--- config.mk ---
export PLATFORM = sky130hd
export DESIGN_NAME = cursor_addr_counter
export DESIGN_NICKNAME = d
export VERILOG_FILES = /design/src/rtl/cursor_addr_counter.sv
export SDC_FILE = /design/constraint.sdc
export NUM_CORES = 1
export LEC_CHECK = 0
export BUFFER_PORTS_ARGS = -buffer_cell sky130_fd_sc_hd__buf_2
export CORE_MARGIN = 2
export CORE_UTILIZATION = 49
export CTS_CLUSTER_SIZE = 30
export DETAILED_ROUTE_END_ITERATION = 10
export GPL_ROUTABILITY_DRIVEN = 0
export GPL_TIMING_DRIVEN = 0
export PLACE_DENSITY = 0.81
export SYNTH_ARGS = -nofsm -noshare
export SYNTH_HDL_FRONTEND = slang
export SYNTH_SLANG_ARGS = --single-unit
--- constraint.sdc ---
create_clock -name clk -period 2.6 [get_ports clk]
set_input_delay 0.39 -clock clk [delete_from_list [all_inputs] [get_ports clk]]
set_output_delay 0.39 -clock clk [all_outputs]
set_load 0.02 [all_outputs]
--- src/rtl/cursor_addr_counter.sv ---
module cursor_addr_counter #(
  parameter int BYTE_W = 8,
  parameter int LINE_W = 4
) (
  input  logic                clk,
  input  logic                rst,
  input  logic                load_lo,
  input  logic                load_hi,
  input  logic [BYTE_W-1:0]   load_data,
  input  logic                access_done,
  input  logic                bitop_done,
  input  logic                char_mode,
  input  logic [LINE_W-1:0]   line_code,
  output logic [2*BYTE_W-1:0] addr,
  output logic [2*BYTE_W-1:0] ram_addr
);
  localparam int AW    = 2 * BYTE_W;
  localparam int KEEPW = AW - LINE_W;

  logic [BYTE_W-1:0] lo_q, hi_q;

  wire step     = access_done | bitop_done;
  wire lo_carry = lo_q[BYTE_W-1] & ~load_data[BYTE_W-1];

  always_ff @(posedge clk) begin
    if (rst) begin
      lo_q <= '0;
      hi_q <= '0;
    end else if (load_lo) begin
      lo_q <= load_data;
      hi_q <= hi_q + BYTE_W'(lo_carry);
    end else if (load_hi) begin
      hi_q <= load_data;
    end else if (step) begin
      {hi_q, lo_q} <= {hi_q, lo_q} + AW'(1);
    end
  end

  assign addr     = {hi_q, lo_q};
  assign ram_addr = char_mode ? {line_code, addr[KEEPW-1:0]} : addr;
endmodule

==> out/results.ini <==
[run_status]
status = completed

[setup_path]
cp_cell_sequence = nor2b_1 > ha_1 > nand4b_1 > a2111oi_0 > o21ai_0 > o21ai_0
slowest_stage = a2111oi_0
critPathMaxFanout = 6
path_class = reg2reg
required_ps = 2830
crit_top_cell = o21ai_0
slowest_delay_ps = 610
start_kind = register
crit_arrival_ps = 2400
endpoint_kind = register

[placed_design]
io_buffers = 49
dp_slack_ps = 348
dpl.hpwl_um = 2940

[die]
die-area_mm2 = 0.00325
die_x_um = 57
initial_core_util_pct = 50.8
fp.coreArea_mm2 = 0.00271
die_h_um = 57
io_pins = 51
rows = 19

[drt]
vias = 1616
dr.first_iter.drc_count = 93
avgViaCountPerCell = 6.05
drcViolationCount = 0
antenna_left = 0
post_drt_wl_per_cell_um = 15.1
wl_um = 4020
drt-pass1-iter-count = 5

[clocking]
clk_pin_slew_ps = 110
cts_setup_buffers = 0
cts_resized = 0
clock_latency_ps = 320
htreeDepth = 1
cts_tree = yes
cts.sinks = 16
cts_hold_repair.buffers = 0
clockBufferDepth = 2
numCtsBuffers = 3
clock_tree.root_cell = clkbuf_4

[pwr]
peakVddDrop_v = 0.000266
leakagePower_nw = 0.725
powerDensity_mw_per_mm2 = 418

[global_route]
grt_overflow_total = 0
use_met2_pct = 40.9
antenna_found_initial = 0
gr-max-usage-layer = met2
grt_pass1_wl_um = 6550
grt_start_max_net_pins = 11
grt_usage_pct = 25.5
grt_pass1_vias = 1356
grt_util_met1_pct = 34.9
use_met3_pct = 3.85

[final_layout]
nNetsFinal = 259
antenna_cells = 0
drive_gt1_share_pct = 32.6
nFillCells = 277
syn_to_final_growth_pct = 23.3

[worst_hold_path]
hp-class = in2reg

[logic_synthesis]
synth_edf_count = 0
yosysWarnings = 0
synth_cell_type_count = 51
ys_seq_area_share_pct = 23.3
syn_nets = 205
ys.flop_type = dfxtp_1
synthCells = 183
async_flop_share_pct = 0
ys_ff_latch = 16
synth_area_mm2 = 0.00138
synth_area_per_cell_um2 = 7.52

[flow_run]
drv_cap = 0

[sta]
rsz0062_at_grt = no
max_freq_mhz = 461
hold_viol = 0
post-route-period-util_pct = 83.5
max_slew_margin_pct = 5.88
worst_slack_ps = 429
fin_worst_skew_ps = 8.05
setup_viol = 0
fin_setup_tns_ps = 0
min_period_ps = 2170
tightestPinTransition_ps = 1400
slew_viol_final = 0

-- registers in the layout, summed over array words and instances, names as in the netlist --
name  count
hi_q      8
lo_q      8
-- routing by layer --
metal	vias up	routed length [µm]	share of wire, %
met1	735	1690	42
met3	7	333	8.3
met4	0	61	1.5
met2	88	1930	48
li1	786	-	-
met5	-	0	0
-- stage by stage --
stage               instance area [µm²]  total power, W  std cells  hold slack [ps]  util (%)
detailed placement                 1660        0.000527        263              576      61.3
finish                             1700        0.000709        267              331      62.6
CTS                                1700        0.000707        267              341      62.6
global placement                   1660        0.000523        263              571      61.3
global route                       1700        0.000740        267              356      62.6
floorplan                          1380        0.000448        183              535         -
-- final timing paths --
check,slack (ps),from,depth (start not counted),end
setup / recovery,430,lo_q[7],6,hi_q[3]
hold / removal,330,load_data[0],3,lo_q[0]
hold reg to reg,590,lo_q[1],2,lo_q[1]
setup reg to reg,430,lo_q[7],6,hi_q[3]
-- critical path: cells and delay by family (launching register included) --
family / cells / cell delay (ps)
AOI/OAI and AO/OA: 3 / 1020
DFF: 1 / 490
and+or+nand+nor: 2 / 300
adders and majority gates: 1 / 270
-- power by group --
part	total, W	switching [W]	leakage [nW]	internal [W]
Combinational	0.000231	0.000137	0.572	0.0000942
Clock	0.000186	0.0000999	0.0210	0.0000858
Sequential	0.000293	0.0000296	0.132	0.000263
Total	0.000709	0.000266	0.725	0.000443
-- cell usage in the layout (no fill, tap or decap), types with 3 or more instances in the layout --
cell type	n
dfxtp_1	16
nand3_1	6
o32ai_1	3
inv_1	8
nand2_1	16
nor3_1	7
a21oi_1	9
nor4_1	5
o21ai_0	15
clkbuf_1	9
ha_1	3
buf_2	51
nand4_1	7
xnor2_1	4
nor2_1	13
xor2_1	3
a211oi_1	5
mux2_2	3
buf_4	12
clkbuf_4	3
-- logic make-up (layout without fill, tap and decap cells) --
family,after synthesis,in the layout,synth area share (%)
AND/OR/NAND/NOR,67,67,26.3
AO/OA/AOI/OAI,54,54,27.1
buffers and inverters,31,84,11.9
adder cells (fa/ha/maj),3,3,2.73
multiplexers,5,5,4.27
XOR/XNOR,7,7,4.45
flip-flops,16,16,23.3
-- cells in the mapped netlist (4+ instances only) --
library cell / count / share of area [%]
a211oi_1: 5 / 2.7
a21oi_1: 9 / 3.3
buf_4: 12 / 6.5
clkbuf_1: 9 / 2.5
dfxtp_1: 16 / 23
inv_1: 8 / 2.2
nand2_1: 16 / 4.4
nand3_1: 6 / 2.2
nand4_1: 7 / 3.2
nor2_1: 13 / 3.5
nor3_1: 7 / 2.5
nor4_1: 5 / 2.3
o21ai_0: 15 / 5.5
xnor2_1: 4 / 2.5
-- layout make-up --
type                            instances  area, µm²  share of cell area [%]
Inverter                                8       30.0                    1.77
Multi-Input combinational cell        136        892                    52.6
Clock buffer                            4       36.3                    2.14
Buffer                                 23        134                    7.89
Tap cell                               31       38.8                    2.29
Timing Repair Buffer                   49        245                    14.5
Sequential cell                        16        320                    18.9
Note: power is estimated with default switching activity, not from simulation.
